[config.mk]
export PLATFORM = sky130hd
export DESIGN_NAME = xtb_cmd_seq
export DESIGN_NICKNAME = d
export VERILOG_FILES = /design/src/rtl/xtb_pkg.sv /design/src/rtl/xtb_wait_timer.sv /design/src/rtl/xtb_cmd_block.sv /design/src/rtl/xtb_sense_cap.sv /design/src/rtl/xtb_cmd_seq.sv
export SDC_FILE = /design/constraint.sdc
export NUM_CORES = 1
export LEC_CHECK = 0
export ABC_AREA = 1
export BUFFER_PORTS_ARGS = -buffer_cell sky130_fd_sc_hd__buf_2
export CAP_MARGIN = 40
export CORE_ASPECT_RATIO = 1.2
export CORE_MARGIN = 2
export CORE_UTILIZATION = 30
export CTS_BUF_LIST = sky130_fd_sc_hd__clkbuf_2 sky130_fd_sc_hd__clkbuf_4 sky130_fd_sc_hd__clkbuf_8
export CTS_CLUSTER_SIZE = 8
export DETAILED_ROUTE_END_ITERATION = 8
export PLACE_DENSITY = 0.51
export SETUP_SLACK_MARGIN = 0.5
export SLEW_MARGIN = 5
export SYNTH_ARGS = -nofsm -noshare
export SYNTH_HDL_FRONTEND = slang
export SYNTH_SLANG_ARGS = --single-unit
[constraint.sdc]
create_clock -name clk -period 6.5 [get_ports clk]
set_input_delay 0.975 -clock clk [delete_from_list [all_inputs] [get_ports clk]]
set_output_delay 0.975 -clock clk [all_outputs]
set_load 0.05 [all_outputs]
[src/rtl/xtb_pkg.sv]
package xtb_pkg;
  typedef enum logic [3:0] {
    S_IDLE, S_SEL, S_MODE, S_WSEL, S_WRDY, S_CMDB, S_DOUT,
    S_DIN, S_DMAW, S_DACK, S_STAT, S_WDSEL, S_DONE
  } seq_state_e;

  typedef enum logic [1:0] {
    RES_OK  = 2'd0,
    RES_TMO = 2'd1,
    RES_ERR = 2'd2
  } seq_result_e;

  // {st_cmd, st_in} phase codes
  localparam logic [1:0] PH_DOUT = 2'b00;
  localparam logic [1:0] PH_DIN  = 2'b01;
  localparam logic [1:0] PH_CMD  = 2'b10;
  localparam logic [1:0] PH_END  = 2'b11;

  localparam logic [7:0] SENSE_OPCODE = 8'h03;
  localparam int         CSB_ERR_BIT  = 1;
  localparam int         CSB_LUN_LSB  = 5;
endpackage

[src/rtl/xtb_wait_timer.sv]
module xtb_wait_timer #(
  parameter int TW = 16
) (
  input  logic          clk,
  input  logic          rst_n,
  input  logic          restart,
  input  logic          waiting,
  input  logic          cond,
  input  logic [TW-1:0] limit,
  output logic          expired
);
  logic [TW-1:0] cnt;

  assign expired = waiting && !cond && (cnt == limit - TW'(1));

  always_ff @(posedge clk or negedge rst_n) begin
    if (!rst_n)                cnt <= '0;
    else if (restart)          cnt <= '0;
    else if (waiting && !cond) cnt <= cnt + TW'(1);
  end


  cnt_bound_chk: assert property (@(posedge clk) disable iff (!rst_n)
    (waiting && limit != '0) |-> (cnt < limit));
endmodule

[src/rtl/xtb_cmd_block.sv]
module xtb_cmd_block
  import xtb_pkg::*;
#(
  parameter int NB = 6
) (
  input  logic            clk,
  input  logic            rst_n,
  input  logic            load_host,
  input  logic [8*NB-1:0] host_blk,
  input  logic            load_sense,
  input  logic [2:0]      sense_lun,
  input  logic            advance,
  output logic [7:0]      cur_byte
);
  localparam int IW = $clog2(NB + 1);

  logic [7:0]    blk [NB];
  logic [IW-1:0] idx;

  always_ff @(posedge clk) begin
    for (int i = 0; i < NB; i++) begin
      if (load_host)
        blk[i] <= host_blk[8*i +: 8];
      else if (load_sense)
        blk[i] <= (i == 0) ? SENSE_OPCODE :
                  (i == 1) ? {sense_lun, 5'b0} : 8'h00;
    end
  end

  always_ff @(posedge clk or negedge rst_n) begin
    if (!rst_n)                              idx <= '0;
    else if (load_host || load_sense)        idx <= '0;
    else if (advance && idx != IW'(NB))      idx <= idx + IW'(1);
  end

  assign cur_byte = (idx < IW'(NB)) ? blk[idx] : 8'h00;


  idx_sat_chk: assert property (@(posedge clk) disable iff (!rst_n)
    idx <= IW'(NB));
endmodule

[src/rtl/xtb_sense_cap.sv]
module xtb_sense_cap #(
  parameter int NS = 4
) (
  input  logic            clk,
  input  logic            rst_n,
  input  logic            clear,
  input  logic            capture,
  input  logic [7:0]      byte_in,
  output logic [8*NS-1:0] bytes
);
  localparam int CW = $clog2(NS + 1);
  logic [CW-1:0] cnt;

  always_ff @(posedge clk or negedge rst_n) begin
    if (!rst_n) begin
      bytes <= '0;
      cnt   <= '0;
    end else if (clear) begin
      bytes <= '0;
      cnt   <= '0;
    end else if (capture && cnt != CW'(NS)) begin
      bytes[8*int'(cnt) +: 8] <= byte_in;
      cnt <= cnt + CW'(1);
    end
  end


  sense_cnt_chk: assert property (@(posedge clk) disable iff (!rst_n)
    cnt <= CW'(NS));
endmodule

[src/rtl/xtb_cmd_seq.sv]
module xtb_cmd_seq
  import xtb_pkg::*;
#(
  parameter int         TW        = 16,
  parameter int         CMD_BYTES = 6,
  parameter int         SNS_BYTES = 4,
  parameter logic [7:0] DMA_MODE  = 8'h03,
  parameter logic [7:0] PIO_MODE  = 8'h00
) (
  input  logic                   clk,
  input  logic                   rst_n,
  input  logic                   start,
  input  logic [8*CMD_BYTES-1:0] cmd_blk,
  input  logic                   use_dma,
  input  logic                   has_src,
  input  logic                   has_dst,
  input  logic [TW-1:0]          tmo_limit,
  output logic                   busy,
  output logic                   done,
  output logic [1:0]             result,
  output logic [8*SNS_BYTES-1:0] sense_bytes,
  input  logic                   out_valid,
  output logic                   out_ready,
  input  logic [7:0]             out_data,
  output logic                   in_valid,
  input  logic                   in_ready,
  output logic [7:0]             in_data,
  output logic                   bus_sel_wr,
  output logic                   bus_ctl_wr,
  output logic [7:0]             bus_ctl_data,
  output logic                   bus_data_wr,
  output logic                   bus_data_rd,
  output logic [7:0]             bus_wdata,
  input  logic [7:0]             bus_rdata,
  input  logic                   st_sel,
  input  logic                   st_rdy,
  input  logic                   st_cmd,
  input  logic                   st_in,
  input  logic                   st_irq,
  output logic                   dma_en
);
  seq_state_e  state, nxt;
  seq_result_e result_r, res_nxt;
  logic        dma_r, hout_r, hin_r, sense_pass;
  logic [7:0]  csb_r, cmd_byte;
  logic        waiting, cond, expired;
  logic        start_acc, load_sense, cmd_adv, sns_cap;
  logic        dma_eff, hout_eff, hin_eff;

  assign dma_eff  = dma_r  && !sense_pass;
  assign hout_eff = hout_r && !sense_pass;
  assign hin_eff  = hin_r  && !sense_pass;

  assign start_acc  = (state == S_IDLE) && start;
  assign load_sense = (state == S_WDSEL) && !st_sel &&
                      csb_r[CSB_ERR_BIT] && !sense_pass;

  // which condition each wait state watches
  always_comb begin
    waiting = 1'b1;
    cond    = 1'b1;
    case (state)
      S_WSEL:  cond = st_sel;
      S_WRDY:  cond = st_rdy;
      S_DMAW:  cond = st_irq;
      S_WDSEL: cond = !st_sel;
      default: waiting = 1'b0;
    endcase
  end

  always_comb begin
    nxt     = state;
    res_nxt = result_r;
    case (state)
      S_IDLE:  if (start) nxt = S_SEL;
      S_SEL:   nxt = S_MODE;
      S_MODE:  nxt = S_WSEL;
      S_WSEL:  if (st_sel) nxt = S_WRDY;
               else if (expired) begin nxt = S_DONE; res_nxt = RES_TMO; end
      S_WRDY:  if (st_rdy) begin
                 case ({st_cmd, st_in})
                   PH_CMD:  nxt = S_CMDB;
                   PH_DOUT: nxt = dma_eff ? S_DMAW : S_DOUT;
                   PH_DIN:  nxt = dma_eff ? S_DMAW : S_DIN;
                   default: nxt = S_STAT;
                 endcase
               end else if (expired) begin nxt = S_DONE; res_nxt = RES_TMO; end
      S_CMDB:  nxt = S_WRDY;
      S_DOUT:  if (!hout_eff || out_valid) nxt = S_WRDY;
      S_DIN:   if (!hin_eff || in_ready) nxt = S_WRDY;
      S_DMAW:  if (st_irq) nxt = S_DACK;
               else if (expired) begin nxt = S_DONE; res_nxt = RES_TMO; end
      S_DACK:  nxt = S_WRDY;
      S_STAT:  nxt = S_WDSEL;
      S_WDSEL: if (!st_sel) begin
                 if (load_sense) nxt = S_SEL;
                 else begin
                   nxt     = S_DONE;
                   res_nxt = sense_pass ? RES_ERR : RES_OK;
                 end
               end else if (expired) begin nxt = S_DONE; res_nxt = RES_TMO; end
      S_DONE:  nxt = S_IDLE;
      default: nxt = S_IDLE;
    endcase
  end

  always_ff @(posedge clk or negedge rst_n) begin
    if (!rst_n) begin
      state      <= S_IDLE;
      result_r   <= RES_OK;
      dma_r      <= 1'b0;
      hout_r     <= 1'b0;
      hin_r      <= 1'b0;
      sense_pass <= 1'b0;
      csb_r      <= 8'h00;
    end else begin
      state    <= nxt;
      result_r <= res_nxt;
      if (start_acc) begin
        dma_r      <= use_dma;
        hout_r     <= has_src;
        hin_r      <= has_dst;
        sense_pass <= 1'b0;
      end
      if (load_sense) sense_pass <= 1'b1;
      if (state == S_STAT) csb_r <= bus_rdata;
    end
  end

  assign cmd_adv = (state == S_CMDB);
  assign sns_cap = (state == S_DIN) && sense_pass;

  xtb_wait_timer #(.TW(TW)) u_timer (
    .clk(clk), .rst_n(rst_n), .restart(nxt != state), .waiting(waiting),
    .cond(cond), .limit(tmo_limit), .expired(expired)
  );

  xtb_cmd_block #(.NB(CMD_BYTES)) u_cmd (
    .clk(clk), .rst_n(rst_n), .load_host(start_acc), .host_blk(cmd_blk),
    .load_sense(load_sense), .sense_lun(csb_r[CSB_LUN_LSB +: 3]),
    .advance(cmd_adv), .cur_byte(cmd_byte)
  );

  xtb_sense_cap #(.NS(SNS_BYTES)) u_sense (
    .clk(clk), .rst_n(rst_n), .clear(start_acc), .capture(sns_cap),
    .byte_in(bus_rdata), .bytes(sense_bytes)
  );

  assign busy         = (state != S_IDLE);
  assign done         = (state == S_DONE);
  assign result       = result_r;
  assign bus_sel_wr   = (state == S_SEL);
  assign bus_ctl_wr   = (state == S_MODE) || (state == S_DACK);
  assign bus_ctl_data = (state == S_MODE) ? (dma_eff ? DMA_MODE : PIO_MODE) : 8'h00;
  assign bus_data_wr  = (state == S_CMDB) || ((state == S_DOUT) && (!hout_eff || out_valid));
  assign bus_data_rd  = (state == S_STAT) || ((state == S_DIN) && (!hin_eff || in_ready));
  assign bus_wdata    = (state == S_CMDB) ? cmd_byte : (hout_eff ? out_data : 8'h00);
  assign out_ready    = (state == S_DOUT) && hout_eff;
  assign in_valid     = (state == S_DIN) && hin_eff;
  assign in_data      = bus_rdata;
  assign dma_en       = (state == S_DMAW);


  sel_then_mode_chk: assert property (@(posedge clk) disable iff (!rst_n)
    bus_sel_wr |=> bus_ctl_wr);

  ack_needs_irq_chk: assert property (@(posedge clk) disable iff (!rst_n)
    (bus_ctl_wr && !$past(bus_sel_wr)) |-> $past(st_irq));

  dma_quiet_chk: assert property (@(posedge clk) disable iff (!rst_n)
    dma_en |-> !(bus_data_wr || bus_data_rd));

  in_beat_chk: assert property (@(posedge clk) disable iff (!rst_n)
    (in_valid && in_ready) |-> bus_data_rd);

  one_strobe_chk: assert property (@(posedge clk) disable iff (!rst_n)
    $onehot0({bus_sel_wr, bus_ctl_wr, bus_data_wr, bus_data_rd}));

  done_ends_chk: assert property (@(posedge clk) disable iff (!rst_n)
    done |=> !busy);

  result_code_chk: assert property (@(posedge clk) disable iff (!rst_n)
    done |-> (result != 2'd3));
endmodule

==> results of run 1 <==
worst max-delay path by stage:
stage / start / end / slack, ns / cells after the start
after floorplan: in_ready / bus_data_rd / 3.40 / 2
after global placement: tmo_limit[0] / u_timer.cnt[15] / 2.96 / 17
after detailed placement: tmo_limit[0] / u_timer.cnt[13] / 2.84 / 17
after CTS: state[0] / bus_wdata[7] / 2.74 / 9
after global routing: state[0] / bus_wdata[7] / 2.50 / 9
final: state[0] / bus_wdata[7] / 2.81 / 9
cell usage after synthesis, types with 10 or more instances:
master    count  area, µm²
inv_2        11       41.3
inv_1       115        432
o21ai_0      62        310
clkbuf_1     17       63.8
nor3_1       12       60.1
buf_4        16        120
a21oi_1      25        125
edfxtp_1     40       1200
xor2_1       17        149
nor2_1       76        285
ha_1         11        138
nand2_1     207        777
nand4_1      10       62.6
nor3_2       12        120
nand3_1      71        355
dfrtp_1      68       1700
power by group:
group	switching, µW	total [µW]	internal, µW
Sequential	115	1060	947
Clock	349	747	398
Combinational	1040	1370	333
Total	1500	3180	1680
metal layers:
layer / global-route usage [%] / up-vias / share of wire (%)
met4: 4.96 / 2 / 1.8
met1: 20.0 / 2771 / 43
met2: 26.9 / 165 / 49
met3: 3.61 / 22 / 5.4
met5: 0 / - / 0.070
li1: - / 3102 / -
stage by stage:
stage / setup slack, ns / hold slack (ns) / std cells
6_report: 2.81 / 0.444 / 1309
5_1_grt: 2.50 / 0.423 / 1308
2_1_floorplan: 3.40 / 0.448 / 874
3_3_place_gp: 2.96 / 0.468 / 1274
4_1_cts: 2.74 / 0.424 / 1308
3_5_place_dp: 2.84 / 0.474 / 1276
cells by family after synthesis:
family / synth area share (%)
muxes: 0.639
buffers and inverters: 10.1
AOI/OAI and AO/OA: 9.51
and+or+nand+nor: 29.9
DFF: 44.7
adders and majority gates: 2.01
other: 0.0547
xor gates and xnor gates: 3.07
flip-flops by register name, summed over array words and instances, names as in the netlist:
register       count
hout_r             1
u_cmd.idx          3
dma_r              1
u_cmd.blk         48
result             2
sense_pass         1
u_sense.cnt        3
hin_r              1
state              4
u_timer.cnt       16
u_sense.bytes     32
csb_r              4
cells in the final DEF, fill, tap and decap left out, types with 3 or more instances in the layout:
master	instances
nor3_2	12
a21oi_1	25
buf_2	153
nor2_2	5
dfrtp_1	68
clkbuf_8	17
bufinv_16	3
o31ai_1	8
xnor2_1	7
nor2_1	76
nand4_1	10
mux2_2	3
dfxtp_1	8
nor3_1	12
xor2_1	17
nand2_2	9
inv_6	6
nand2_4	5
ha_1	11
nand2_1	206
nand3_1	71
clkinv_4	3
inv_2	11
nand3_2	7
inv_1	115
edfxtp_1	40
o21ai_0	62
buf_4	5
conb_1	6
o2111ai_1	3
o22ai_1	8
nand3b_1	4
nor2_4	7
worst max-delay path: cells and delay by family, from the launching register on:
family / cells / cell delay, ns
compound gates: 2 / 0.66
flops: 1 / 0.56
simple gates: 3 / 0.43
buf+inv: 4 / 0.63
area by class of cell:
type,count,area [µm²],share of cell area (%)
clock buffer,18,241,2.91
multi-input combinational,593,3120,37.7
antenna,1,2.50,0.0302
tap,279,349,4.21
timing repair buffer,159,831,10.0
clock inverter,14,191,2.31
sequential,116,3060,37.0
inverter,129,487,5.88
==> impl_metrics.ini, run 1 <==
[outcome]
status = finished, final reports clean

[critical_path]
r2r_start = u_sense.cnt[0]
crit_path_cell_trace = inv_1, nor2_1, inv_1, nor2_1, inv_1, a21oi_1, nand2_1, o21ai_0, buf_2
r2r_end = u_sense.bytes[31]
rrSetupSlack_ns = 3.28
cp_common_cell = inv_1
crit_path_top_delay_cell = dfrtp_1
setup.worst_path.start_class = flop
crit_path_max_fanout = 8
path_class = reg -> out
r2r_cells = 7
critPathArrivalTime_ns = 2.71
max_stage_delay_ns = 0.56
end_kind = primary output
required_ns = 5.52

[timing]
max_freq_mhz = 271
finalCritPeriodShare_pct = 56.8
slew_viol_final = 0
finClkSkew_ns = 0.0200
hold_viol = 0
setup_viol = 0
worst_slew_pin_slew_ns = 0.819
rsz0062_at_grt = false
slew_headroom_pct = 45.0
finalCriticalPeriod_ns = 3.69
setup_tns_ns = 0

[clock_network]
cts_tree = done
path_clk_slew_ns = 0.09
cts_setup_buffers = 0
clockBufferDepth = 2
cts_root_buffer = clkbuf_8
cts_sinks = 116
numCtsBuffers = 17
h-tree-depth = 4
insertion_delay_ns = 0.44
cts_resized = 0
ctsHoldBuffers = 0

[finish]
syn2layout_area_growth_pct = 20.9
n_fill_cell = 2393
fin_nets = 1120
drive_gt1_share_pct = 24.7
stdcell_area_um2 = 8280
finish.utilization_pct = 36.9

[yosys]
synth_seq_cells = 116
synth-main-ff-cell = dfrtp_1
ys.warnings.count = 0
seq_area_frac_synth_pct = 44.7
synthArstFlopShare_pct = 58.6
synth_edf_count = 40
avgSynthCellArea_um2 = 7.88
yosysUniqueCellTypes = 49
netlist_area_um2 = 6850
synthCells = 869

[global_route]
overflow = 0
grt_max_degree = 61
grt_pass1_wl_um = 30000
grt_pass1_vias = 5784
antenna_found_initial = 2
grt_use_total_pct = 15.8

[floorplanning]
die_w_um = 142
dieArea_um2 = 24100
die_h_um = 170
rows = 60
start_util_pct = 30.5
ios = 160
core_area_um2 = 22400

[placed_design]
dpl.hpwl_um = 14000
gp_congestion = 0.832
dpl-instance-area_um2 = 7850
numPortBuffers = 153

[detailed_routing]
firstDrtPassIters = 4
num_vias = 6062
ant_nets = 0
first_iter_violations = 277
vias_per_cell = 4.63
drc = 0
finalWirelength_um = 18700
wire_per_inst_um = 14.3

[power]
p_total_uw = 3180
peakVddDrop_uv = 230
power_density_nw_per_um2 = 384
p_leak_uw = 0.00412

[min_path]
hp-class = in -> async

[job]
drv_cap = 0
No activity file was read; power rests on OpenSTA's default activity.
==> inputs of run 2 (changes only) <==
==> constraint.sdc (replaced) <==
create_clock -name clk -period 3.65 [get_ports clk]
set_input_delay 0.5475 -clock clk [delete_from_list [all_inputs] [get_ports clk]]
set_output_delay 0.5475 -clock clk [all_outputs]
set_load 0.05 [all_outputs]
==> run 2 against run 1 <==
Against the previous run: total power up 76%; clock power up 66%; first-iteration DRC count down 5.8%; count of clock-buffer cells in the layout up 1; final area up 0.21%; sequential power up 79%; core utilization up 0.078 points; flip-flop and latch count unchanged; wire length up 0.45%; global-route usage about the same; worst hold slack worse by 0.31 ns.
==> impl_metrics.ini, run 2 (synthesis results as in run 1) <==
[critical_path]
rrSetupSlack_ns = 0.89
max_stage_delay_ns = 0.56
crit_path_max_fanout = 21
r2r_start = u_sense.cnt[0]
crit_path_top_delay_cell = dfrtp_2
cp_common_cell = nand2_1
r2r_cells = 7
path_class = reg -> out
critPathArrivalTime_ns = 2.38
crit_family = buffers and inverters
end_kind = primary output
cp.buffers_inverters = 2
required_ns = 3.10
r2r_end = u_sense.bytes[31]
crit_path_cell_trace = inv_1, nor2_1, o22ai_1, nand2_1, nand2_1, nand2_1, o21ai_0, buf_2
crit_start = u_cmd.idx[1]
crit_end = bus_wdata[3]
setup.worst_path.start_class = flop
critical_path_depth = 8

[placed_design]
dpl-instance-area_um2 = 7860
pre_cts_ws_ns = 0.407
gp_congestion = 0.843
dpl.hpwl_um = 14300
numPortBuffers = 153

[global_route]
antenna_found_initial = 2
overflow = 0
grt_max_degree = 51
grt_pass1_vias = 5826
grtUsageMet2_pct = 26.9
grt_pass1_wl_um = 29900
grt.busiest_layer = met2
grt_use_total_pct = 15.9
use_met3_pct = 3.87
grtUsageMet1_pct = 19.8

[finish]
drive_gt1_share_pct = 25.2
layout_commonest_cell = nand2_1
stdcell_area_um2 = 8300
fin_nets = 1123
final_cell_mix = nand2_1, buf_2, inv_1, nor2_1, nand3_1
largest-register = u_cmd.blk
finish.utilization_pct = 37.0
syn2layout_area_growth_pct = 21.2
top_regs = u_cmd.blk x48, u_sense.bytes x32, u_timer.cnt x16
largest_register_ffs = 48

[floorplanning]
dieArea_um2 = 24100
rows = 60
core_area_um2 = 22400
die_h_um = 170
start_util_pct = 30.5
die_w_um = 142
ios = 160

[clock_network]
cts_root_buffer = clkbuf_8
cts_tree = done
ctsHoldBuffers = 0
h-tree-depth = 4
cts_setup_buffers = 0
numCtsBuffers = 17
path_clk_slew_ns = 0.07
clockBufferDepth = 2
cts_sinks = 116
insertion_delay_ns = 0.42

[detailed_routing]
firstDrtPassIters = 4
wire_per_inst_um = 14.3
vias_per_cell = 4.57
ant_nets = 0
first_iter_violations = 261
finalWirelength_um = 18800
drc = 0
num_vias = 6005

[timing]
hold_viol = 0
slew_viol_final = 0
setup_viol = 0
slew_headroom_pct = 51.2
setup_tns_ns = 0
fin_ws_ns = 0.719
finalCriticalPeriod_ns = 2.93
finalCritPeriodShare_pct = 80.3
max_freq_mhz = 341
rsz0062_at_grt = false
finClkSkew_ns = 0.0106
worst_slew_pin_slew_ns = 0.714

[power]
p_leak_uw = 0.00410
power_density_nw_per_um2 = 674
peakVddDrop_uv = 431

[min_path]
hp-class = in -> async

[outcome]
status = finished, final reports clean

[job]
drv_cap = 0
run 2: cell count changes in the layout (fill, tap and decap cells not counted), sizes merged:
cell	delta
clkinv	+2
clkbuf	+1
clkinvlp	+6
diode	+2
inv	-8
buf	+2
run 2: worst min path at each step:
stage,end,cells after the start,start
floorplan,csb_r[1],0,rst_n
global placement,u_cmd.blk[4][7],2,u_cmd.blk[4][7]
detailed placement,u_cmd.blk[4][0],2,u_cmd.blk[4][0]
CTS,u_sense.bytes[18],2,rst_n
global route,u_sense.bytes[15],2,rst_n
finish,u_sense.bytes[18],2,rst_n
run 2: through the flow:
stage	hold WS, ns	cells	power, µW
2_1_floorplan	0.252	874	3790
3_3_place_gp	0.468	1277	4370
3_5_place_dp	0.476	1278	4390
4_1_cts	0.122	1310	5660
5_1_grt	0.125	1312	6000
6_report	0.134	1314	5600
run 2: layout make-up:
class	count	area (µm²)
timing repair inverter	1	7.51
fill	2368	14100
tap	279	349
sequential	116	3070
antenna	3	7.51
inverter	129	490
timing repair buffer	161	838
clock inverter	13	159
multi-input combinational	593	3140
clock buffer	19	249
run 2: report_power, final:
part / switching [µW] / internal [µW]
sequential: 209 / 1690
combinational: 1860 / 602
clock: 550 / 688
total: 2620 / 2980
run 2: timing repair:
action	in CTS	in global routing
setup endpoints to repair	8	8
gates cloned	0	1
gates resized for setup	2	5
run 2: routing by layer:
layer / vias to the layer above / wire [µm] / share of wire [%]
li1: 3111 / - / -
met1: 2743 / 8090 / 43
met2: 135 / 9470 / 50
met3: 16 / 954 / 5.1
met4: 0 / 259 / 1.4
met5: - / 0 / 0
